<file path="src/rtl/dkl_pkg.sv">
package dkl_pkg;
  typedef enum logic {REG_DARK = 1'b0, REG_LIVE = 1'b1} region_e;

  function automatic int cnt_bits(input int max_samples);
    return $clog2(max_samples + 1);
  endfunction
endpackage

</file>
<file path="src/rtl/dkl_dark_acc.sv">
module dkl_dark_acc #(
  parameter int PIX_W       = 12,
  parameter int HOT_BITS    = 4,
  parameter int MAX_SAMPLES = 8096,
  parameter int CNT_W       = 13,
  parameter int SUM_W       = 25
) (
  input  logic             clk,
  input  logic             rst_n,
  input  logic             beat,
  input  logic             sof,
  input  logic             dark,
  input  logic             masked,
  input  logic [PIX_W-1:0] data,
  output logic [SUM_W-1:0] sum,
  output logic [CNT_W-1:0] count
);
  logic hot, room, take;

  assign hot  = &data[PIX_W-1 -: HOT_BITS];
  assign room = sof || (count < CNT_W'(MAX_SAMPLES));
  assign take = beat && dark && !masked && !hot && room;

  always_ff @(posedge clk or negedge rst_n) begin
    if (!rst_n) begin
      sum   <= '0;
      count <= '0;
    end else if (beat && sof) begin
      sum   <= take ? SUM_W'(data) : '0;
      count <= take ? CNT_W'(1) : '0;
    end else if (take) begin
      sum   <= sum + SUM_W'(data);
      count <= count + CNT_W'(1);
    end
  end

  a_r6_count_cap: assert property (@(posedge clk) disable iff (!rst_n)
    count <= CNT_W'(MAX_SAMPLES));
  a_r4_hot_skipped: assert property (@(posedge clk) disable iff (!rst_n)
    beat && !sof && hot |=> $stable(count) && $stable(sum));
  a_r10_sof_restart: assert property (@(posedge clk) disable iff (!rst_n)
    beat && sof |=> count <= CNT_W'(1));
endmodule

</file>
<file path="src/rtl/dkl_seq_div.sv">
module dkl_seq_div #(
  parameter int NUM_W = 25,
  parameter int DEN_W = 13,
  parameter int Q_W   = 12
) (
  input  logic             clk,
  input  logic             rst_n,
  input  logic             start,
  input  logic [NUM_W-1:0] num,
  input  logic [DEN_W-1:0] den,
  output logic             busy,
  output logic             done,
  output logic [Q_W-1:0]   quot
);
  localparam int CTR_W = $clog2(NUM_W);

  logic [NUM_W-1:0] quo;
  logic [DEN_W-1:0] rem, dvs;
  logic [CTR_W-1:0] ctr;
  logic [DEN_W:0]   trial;
  logic             fit;

  assign trial = {rem, quo[NUM_W-1]};
  assign fit   = trial >= {1'b0, dvs};
  assign quot  = quo[Q_W-1:0];

  always_ff @(posedge clk or negedge rst_n) begin
    if (!rst_n) begin
      quo  <= '0;
      rem  <= '0;
      dvs  <= '0;
      ctr  <= '0;
      busy <= 1'b0;
      done <= 1'b0;
    end else begin
      done <= 1'b0;
      if (start && !busy) begin
        quo  <= num;
        rem  <= '0;
        dvs  <= den;
        ctr  <= CTR_W'(NUM_W - 1);
        busy <= 1'b1;
      end else if (busy) begin
        rem <= fit ? DEN_W'(trial - {1'b0, dvs}) : trial[DEN_W-1:0];
        quo <= {quo[NUM_W-2:0], fit};
        ctr <= ctr - CTR_W'(1);
        if (ctr == '0) begin
          busy <= 1'b0;
          done <= 1'b1;
        end
      end
    end
  end

  a_r11_div_ends: assert property (@(posedge clk) disable iff (!rst_n)
    busy && ctr == '0 |=> done && !busy);
  a_r3_mean_fits: assert property (@(posedge clk) disable iff (!rst_n)
    done |-> (quo >> Q_W) == '0);
endmodule

</file>
<file path="src/rtl/dkl_out_stage.sv">
module dkl_out_stage #(
  parameter int PIX_W = 12
) (
  input  logic             clk,
  input  logic             rst_n,
  input  logic             beat,
  input  logic             apply,
  input  logic [PIX_W-1:0] data,
  input  logic             sof,
  input  logic             eol,
  input  logic [PIX_W-1:0] level,
  input  logic             out_ready,
  output logic             out_valid,
  output logic [PIX_W-1:0] out_data,
  output logic             out_sof,
  output logic             out_eol
);
  logic [PIX_W-1:0] corrected;

  assign corrected = (data > level) ? data - level : '0;

  always_ff @(posedge clk or negedge rst_n) begin
    if (!rst_n) begin
      out_valid <= 1'b0;
      out_data  <= '0;
      out_sof   <= 1'b0;
      out_eol   <= 1'b0;
    end else if (beat) begin
      out_valid <= 1'b1;
      out_data  <= apply ? corrected : data;
      out_sof   <= sof;
      out_eol   <= eol;
    end else if (out_ready) begin
      out_valid <= 1'b0;
    end
  end

  a_r9_hold_stable: assert property (@(posedge clk) disable iff (!rst_n)
    out_valid && !out_ready |=> out_valid && $stable(out_data) && $stable(out_sof));
  a_r3_never_grows: assert property (@(posedge clk) disable iff (!rst_n)
    beat |=> out_valid && out_data <= $past(data));
endmodule

</file>
<file path="src/rtl/dkl_black_level.sv">
module dkl_black_level #(
  parameter int PIX_W       = 12,
  parameter int DARK_ROWS   = 12,
  parameter int MAX_SAMPLES = 8096,
  parameter int HOT_BITS    = 4
) (
  input  logic                 clk,
  input  logic                 rst_n,
  input  logic                 enable,
  input  logic [DARK_ROWS-1:0] row_mask,
  input  logic                 in_valid,
  output logic                 in_ready,
  input  logic [PIX_W-1:0]     in_data,
  input  logic                 in_sof,
  input  logic                 in_eol,
  output logic                 out_valid,
  input  logic                 out_ready,
  output logic [PIX_W-1:0]     out_data,
  output logic                 out_sof,
  output logic                 out_eol
);
  import dkl_pkg::*;

  localparam int CNT_W = cnt_bits(MAX_SAMPLES);
  localparam int SUM_W = PIX_W + CNT_W;
  localparam int ROW_W = $clog2(DARK_ROWS + 1);

  logic [ROW_W-1:0] row_q, row_eff;
  region_e          region;
  logic             beat, masked, last_dark, start_q, pending;
  logic             div_busy, div_done;
  logic [SUM_W-1:0] sum;
  logic [CNT_W-1:0] count;
  logic [PIX_W-1:0] mean, level;

  assign row_eff = in_sof ? '0 : row_q;
  assign region  = (row_eff < ROW_W'(DARK_ROWS)) ? REG_DARK : REG_LIVE;
  assign pending = start_q || div_busy || div_done;
  assign in_ready = (!out_valid || out_ready) && !(pending && region == REG_LIVE);
  assign beat     = in_valid && in_ready;
  assign last_dark = beat && in_eol && (row_eff == ROW_W'(DARK_ROWS - 1));

  always_comb begin
    masked = 1'b0;
    for (int r = 0; r < DARK_ROWS; r++)
      if (row_eff == ROW_W'(r) && row_mask[r]) masked = 1'b1;
  end

  always_ff @(posedge clk or negedge rst_n) begin
    if (!rst_n) begin
      row_q   <= '0;
      start_q <= 1'b0;
      level   <= '0;
    end else begin
      start_q <= last_dark;
      if (beat && in_eol && region == REG_DARK) row_q <= row_eff + ROW_W'(1);
      else if (beat) row_q <= row_eff;
      if (div_done) level <= mean;
    end
  end

  dkl_dark_acc #(
    .PIX_W(PIX_W), .HOT_BITS(HOT_BITS), .MAX_SAMPLES(MAX_SAMPLES),
    .CNT_W(CNT_W), .SUM_W(SUM_W)
  ) u_acc (
    .clk(clk), .rst_n(rst_n), .beat(beat), .sof(in_sof),
    .dark(region == REG_DARK), .masked(masked), .data(in_data),
    .sum(sum), .count(count)
  );

  dkl_seq_div #(.NUM_W(SUM_W), .DEN_W(CNT_W), .Q_W(PIX_W)) u_div (
    .clk(clk), .rst_n(rst_n), .start(start_q && count != '0),
    .num(sum), .den(count), .busy(div_busy), .done(div_done), .quot(mean)
  );

  dkl_out_stage #(.PIX_W(PIX_W)) u_out (
    .clk(clk), .rst_n(rst_n), .beat(beat),
    .apply(enable && region == REG_LIVE), .data(in_data),
    .sof(in_sof), .eol(in_eol), .level(level), .out_ready(out_ready),
    .out_valid(out_valid), .out_data(out_data), .out_sof(out_sof), .out_eol(out_eol)
  );

  a_r11_stall_live: assert property (@(posedge clk) disable iff (!rst_n)
    pending && region == REG_LIVE |-> !in_ready);
  a_r7_level_kept: assert property (@(posedge clk) disable iff (!rst_n)
    !div_done |=> $stable(level));
  a_r9_backpressure: assert property (@(posedge clk) disable iff (!rst_n)
    out_valid && !out_ready |-> !in_ready);
endmodule

</file>
<file path="config.mk">
export PLATFORM = sky130hd
export DESIGN_NAME = dkl_black_level
export DESIGN_NICKNAME = d
export VERILOG_FILES = /design/src/rtl/dkl_pkg.sv /design/src/rtl/dkl_dark_acc.sv /design/src/rtl/dkl_seq_div.sv /design/src/rtl/dkl_out_stage.sv /design/src/rtl/dkl_black_level.sv
export SDC_FILE = /design/constraint.sdc
export NUM_CORES = 1
export LEC_CHECK = 0
export BUFFER_PORTS_ARGS = -buffer_cell sky130_fd_sc_hd__buf_2
export CORE_ASPECT_RATIO = 1.4
export CORE_MARGIN = 5
export CORE_UTILIZATION = 58
export CTS_CLUSTER_SIZE = 14
export DETAILED_ROUTE_END_ITERATION = 16
export PLACE_DENSITY = 0.76
export SYNTH_ARGS = -nofsm -noshare
export SYNTH_HDL_FRONTEND = slang
export SYNTH_HIERARCHICAL = 1
export SYNTH_SLANG_ARGS = --single-unit
</file>
<file path="constraint.sdc">
create_clock -name clk -period 5.4 [get_ports clk]
set_input_delay 0.81 -clock clk [delete_from_list [all_inputs] [get_ports clk]]
set_output_delay 0.81 -clock clk [all_outputs]
set_load 0.01 [all_outputs]
</file>
==> impl_metrics.ini, run 1 <==
[power]
internal_power_uw = 1940
peakVddDrop_uv = 193
power_per_cell_area_mw_per_mm2 = 316
combPwrFrac_pct = 21.8
share_seq_of_total_power_pct = 39.5
p_clk_share_pct = 38.7
leakage_uw = 0.00393
swShare_pct = 32.0
power_uw = 2850
p_sw_uw = 910

[setup_path]
worstSetupEndpointType = flip-flop
slowest_stage = dfrtp_1
path_cells = mux4_2 > o2bb2ai_1 > a32oi_1 > and3b_1 > nand2_1 > or3_1 > a211oi_1 > mux2i_1
crit_arrival_ns = 3.40
r2r_setup_slack_ns = 2.34
critical_path_required_ns = 5.74
cp_max_fo = 11
worstSetupStartpointType = flip-flop
max_stage_delay_ns = 0.58
path_class = reg2reg

[synthesis]
netlist_instances = 889
synth_mux_area_share_pct = 7.25
synth-edff-count = 0
synth-xor-area-share_pct = 3.75
syn_area_sq_mm = 0.00818
synth_fa_ha_area_share_pct = 6.85
synthFlopType = dfrtp_1
syn_avg_cell_area_sq_um = 9.20
synthArstFlopShare_pct = 100
syn_nets = 963
synth_warnings = 6
synth_compound_area_share_pct = 20.7
ys_seq_elements = 128
yosys.area_share.simple_pct = 16.8
synth_top_family_by_area = compound AO/OA/AOI/OAI gates
yosysSeqAreaShare_pct = 39.1
synth.distinct_cells = 80

[cells_and_area]
area_growth_pct = 10.1
diodes = 0
fill_cells = 1206
fin_nets = 982
drive_above_1_share_pct = 14.5

[grt]
antenna_found_initial = 0
grt_pass1_wl_mm = 32.2
grt_remaining_overflow = 0
grt_pass1_vias = 6789
grt.total_usage_pct = 24.5
grt_start_max_net_pins = 79

[drt]
viasPerCell = 6.11
firstDrtPassIters = 5
dr.first_iter.drc_count = 333
wl_per_cell_um = 17.3
wirelength_mm = 19.1
vias = 6759
ant_nets = 0
drc_errors = 0

[sta]
final.period_utilization_pct = 56.7
layout_setup_ws_ns = 2.34
fmax_mhz = 326
finClkSkew_ns = 0.00918
tightest_slew_ns = 1.21
hold_slack_ns = 0.428
setup_viol = 0
tns_ns = 0
grt_setup_unrepaired = false
min_period_ns = 3.06
slew_headroom_pct = 19.4
slew_violations = 0
hold_viol = 0

[clock_tree]
hold_buffers = 0
post_cts_buffers = 0
clk_pin_slew_ns = 0.06
clk_latency_ns = 0.42
htree_num_levels = 4
cts-buffers-inserted = 17
cts_resized = 0
clock_path_buffers = 2
cts_num_sinks = 128
cts_tree = done
root_buffer = clkbuf_16

[placed_design]
dp_slack_ns = 2.07
dp_hpwl_mm = 13.4
place_congestion = 0.950
io_buffer_count = 46

[floorplan]
die-area_sq_mm = 0.0166
rows = 51
fp.dieH_um = 151
die_w_um = 110
start_util_pct = 58.8
core_area_sq_mm = 0.0139
num_io_pins = 47

[status]
status = finished clean

[hold_path]
hp-class = in2async

[run]
cap_violations = 0
-- metal layers --
| metal | GRT usage (%) | up-vias | routed length, um |
|---|---|---|---|
| met1 | 29.8 | 3317 | 7910 |
| met5 | 0 | - | 0 |
| li1 | - | 3247 | - |
| met4 | 10.8 | 0 | 543 |
| met3 | 5.11 | 50 | 575 |
| met2 | 41.7 | 145 | 10100 |
-- registers in the layout (all words and copies together), names as in the netlist, 5 cells and up --
| signal | cells |
|---|---|
| u_div/rem | 13 |
| u_div/ctr | 5 |
| u_acc/count | 13 |
| level | 12 |
| u_acc/sum | 25 |
| u_div/quo | 25 |
| u_div/dvs | 13 |
| u_out/out_data | 12 |
-- cell usage after synthesis, types with 5 or more instances --
master	instances	area share [%]
and2_1	6	0.46
dfrtp_1	128	39
o221ai_1	7	0.75
nand2_1	111	5.1
a21o_1	15	1.4
mux2_2	16	2.2
inv_1	45	2.1
xor2_1	15	1.6
buf_2	7	0.43
a211o_1	5	0.54
and4_1	6	0.64
a22oi_1	6	0.55
nand3_1	17	1.0
a31oi_1	8	0.61
ha_1	40	6.1
o31ai_1	8	0.73
xnor2_1	20	2.1
buf_4	13	1.2
nand4_1	13	0.99
a21oi_1	56	3.4
o211ai_1	8	0.73
nor4_1	5	0.38
or3_1	7	0.54
mux2i_1	39	4.8
nor2_1	48	2.2
o21ai_0	68	4.2
nor2b_1	9	0.69
nor3_1	26	1.6
a211oi_2	5	0.76
nand2b_1	13	0.99
clkbuf_1	24	1.1
-- power by group through the flow --
stage,logic (uW),registers (uW),clock network (uW)
6_report,620,1130,1100
5_1_grt,688,1140,1170
4_1_cts,614,1130,1120
3_5_place_dp,608,1140,0
3_3_place_gp,595,1140,0
2_1_floorplan,464,1110,0
-- final cells by class --
class	count	area, sq um	share of cell area, %
multi-input cells	664	4550	50.5
flip-flops and latches	128	3200	35.6
well taps	185	231	2.57
inverters	45	169	1.88
clock inverters	14	134	1.49
repair buffers	52	282	3.13
clock buffers	18	439	4.88
-- worst paths after layout --
check | cells past startpoint | from | end
worst max-delay path | 8 | row_q[0] | u_acc/sum[24]
worst min-delay path | 1 | rst_n | u_div/ctr[4]
min in group clk | 2 | u_div/quo[12] | u_div/quo[13]
worst min register to register | 2 | u_div/quo[12] | u_div/quo[13]
max in group asynchronous | 2 | rst_n | u_acc/sum[8]
worst max register to register | 8 | row_q[0] | u_acc/sum[24]
-- kinds of logic (layout without fill, tap and decap cells) --
| logic type | count (synthesis) | after routing |
|---|---|---|
| and+or+nand+nor | 285 | 285 |
| DFF | 128 | 128 |
| buffers and inverters | 97 | 129 |
| muxes | 56 | 56 |
| AOI/OAI and AO/OA | 245 | 245 |
| adders and majority gates | 43 | 43 |
| xor gates and xnor gates | 35 | 35 |
-- critical path: cells and delay by family (launching register included) --
family / cells / cell delay (ns)
muxes: 2 / 0.77
DFF: 1 / 0.58
and+or+nand+nor: 3 / 1.07
AOI/OAI and AO/OA: 3 / 0.55
-- metrics by stage --
step | utilization, % | cells | area (sq um)
final | 64.8 | 1106 | 9010
after global routing | 64.8 | 1106 | 9010
after global placement | 60.6 | 1074 | 8430
after floorplan | - | 889 | 8180
after detailed placement | 60.6 | 1074 | 8430
after CTS | 64.8 | 1106 | 9010
-- layout by cell type (no fill, tap or decap), types with 5 or more instances in the layout --
master	netlist	final
buf_4	13	6
a22oi_1	6	6
or3_1	7	7
inv_1	45	45
nand2_1	111	111
xor2_1	15	15
o21ai_0	68	68
clkbuf_16	0	17
and4_1	6	6
clkinvlp_4	0	5
nor2b_1	9	9
a211o_1	5	5
o211ai_1	8	8
nor2_1	48	47
nand3_1	17	17
a21oi_1	56	56
mux2i_1	39	39
nand2b_1	13	13
a211oi_2	5	5
nor3_1	26	26
o31ai_1	8	8
nor4_1	5	5
a31oi_1	8	8
buf_2	7	45
mux2_2	16	16
dfrtp_1	128	127
xnor2_1	20	20
nand4_1	13	13
ha_1	40	40
and2_1	6	6
a21o_1	15	15
o221ai_1	7	7
No activity file was read; power rests on OpenSTA's default activity.
==> run 2: changes to the inputs <==
CORE_UTILIZATION = 56   (was 58)
PLACE_DENSITY = 0.77   (was 0.76)
clock period = 2.6 ns   (was 5.4 ns; I/O delays follow)
==> impl_metrics.ini, run 2 (same netlist as run 1, synthesis figures left out) <==
[sta]
layout_setup_ws_ns = -0.0378
fmax_mhz = 379
tightest_slew_ns = 0.696
final.period_utilization_pct = 101
tns_ns = -0.0982
setup_viol = 5
slew_violations = 0
slew_headroom_pct = 53.6
finClkSkew_ns = 0.00949
hold_viol = 0
grt_setup_unrepaired = true
min_period_ns = 2.64

[setup_path]
regToRegStartpoint = row_q[0]
path_cells = mux4_2 > o2bb2ai_2 > a32oi_1 > and3b_2 > buf_6 > a21o_1 > nand4_1 > buf_4 > or4_4 > a21oi_2
worstReg2RegEnd = u_acc/sum[21]
reg2reg_depth = 10
max_stage_delay_ns = 0.53
crit_end = u_acc/sum[21]
worstSetupStartpointType = flip-flop
crit_arrival_ns = 2.98
cp_max_fo = 4
path_class = reg2reg
r2r_setup_slack_ns = -0.04
slowest_stage = mux4_2
critical_path_required_ns = 2.94
worstSetupEndpointType = flip-flop
startpoint = row_q[0]

[cells_and_area]
design_area_sq_mm = 0.00953
largestRegisters = u_acc/sum (25), u_div/quo (25)
area_growth_pct = 16.4
fill_cells = 1147
ff_latch_area_sq_mm = 0.00321
final_cell_mix = dfrtp_1 (126), nand2_1 (111), o21ai_0 (67)
drive_above_1_share_pct = 21.0
diodes = 0
layout_commonest_cell = dfrtp_1
utilization_pct = 66.2
fin_nets = 1034
multi_input_area_sq_mm = 0.00464

[power]
peakVddDrop_uv = 406
combPwrFrac_pct = 23.8
p_clk_share_pct = 37.5
power_per_cell_area_mw_per_mm2 = 627
swShare_pct = 31.7
leakage_uw = 0.00419
p_sw_uw = 1890
internal_power_uw = 4080
share_seq_of_total_power_pct = 38.8

[placed_design]
place_congestion = 0.930
io_buffer_count = 46
dp_slack_ns = -0.0930
dp_hpwl_mm = 14.6
placed_area_sq_mm = 0.00879

[drt]
wl_per_cell_um = 17.7
vias = 7074
wirelength_mm = 20.6
drc_errors = 0
viasPerCell = 6.09
ant_nets = 0
firstDrtPassIters = 5
dr.first_iter.drc_count = 472

[status]
violations = setup timing
status = finished, violations left

[clock_tree]
hold_buffers = 0
root_buffer = clkbuf_16
clock_path_buffers = 2
cts_tree = done
cts_num_sinks = 128
clk_pin_slew_ns = 0.06
cts-buffers-inserted = 17
htree_num_levels = 4
clk_latency_ns = 0.42

[floorplan]
die-area_sq_mm = 0.0172
die_w_um = 112
rows = 52
num_io_pins = 47
core_area_sq_mm = 0.0144
fp.dieH_um = 153
start_util_pct = 56.9

[grt]
antenna_found_initial = 0
grt_start_max_net_pins = 76
grt_remaining_overflow = 0
grt_pass1_wl_mm = 34.2
grt.total_usage_pct = 24.0
grt_pass1_vias = 7217

[hold_path]
hp-class = in2async

[run]
cap_violations = 0
## run 2: what timing repair did
item,CTS,global route
gates resized for setup,4,24
setup endpoints to repair,12,29
pin swaps,2,17
buffers inserted,0,8
## run 2: final cells by class
class / count / area share (%)
Multi-Input combinational cell: 664 / 48.8
Sequential cell: 128 / 33.7
Timing Repair Buffer: 104 / 7.47
Clock buffer: 19 / 4.65
Tap cell: 189 / 2.48
Inverter: 45 / 1.77
Clock inverter: 12 / 1.21
## run 2: metrics by stage
stage	total power, uW	hold slack, ns	std cells
detailed placement	3690	0.468	1122
CTS	5960	0.0236	1153
floorplan	3270	0.0944	889
global route	6270	0.0529	1161
global placement	3670	0.465	1122
finish	5970	0.00384	1161
## run 2: critical path, delay by kind of cell, from the launching register on
| family | cells | cell delay (ns) |
|---|---|---|
| and+or+nand+nor | 3 | 0.88 |
| muxes | 1 | 0.53 |
| AOI/OAI and AO/OA | 4 | 0.46 |
| DFF | 1 | 0.40 |
| buffers and inverters | 2 | 0.30 |
## run 2: power by group through the flow
stage | sequential (uW) | combinational (uW) | clock (uW)
finish | 2320 | 1420 | 2240
global route | 2340 | 1560 | 2370
global placement | 2340 | 1330 | 0
floorplan | 2310 | 963 | 0
CTS | 2310 | 1380 | 2270
detailed placement | 2350 | 1340 | 0
## run 2: metal layers
layer	up-vias	GRT usage [%]	routed length, um
met5	-	0	0
met4	0	10.6	696
met3	55	4.03	828
met2	247	43.3	10900
met1	3417	27.7	8150
li1	3355	-	-
## run 2: worst min path at each step
stage                          endpoint  slack, ns  depth (start not counted)
after floorplan                level[0]       0.09                          0
after global placement     u_div/ctr[3]       0.47                          1
after detailed placement  u_div/quo[16]       0.47                          1
after CTS                  u_div/quo[8]       0.02                          1
after global routing      u_div/quo[16]       0.05                          1
final                     u_div/quo[16]      0.004                          1
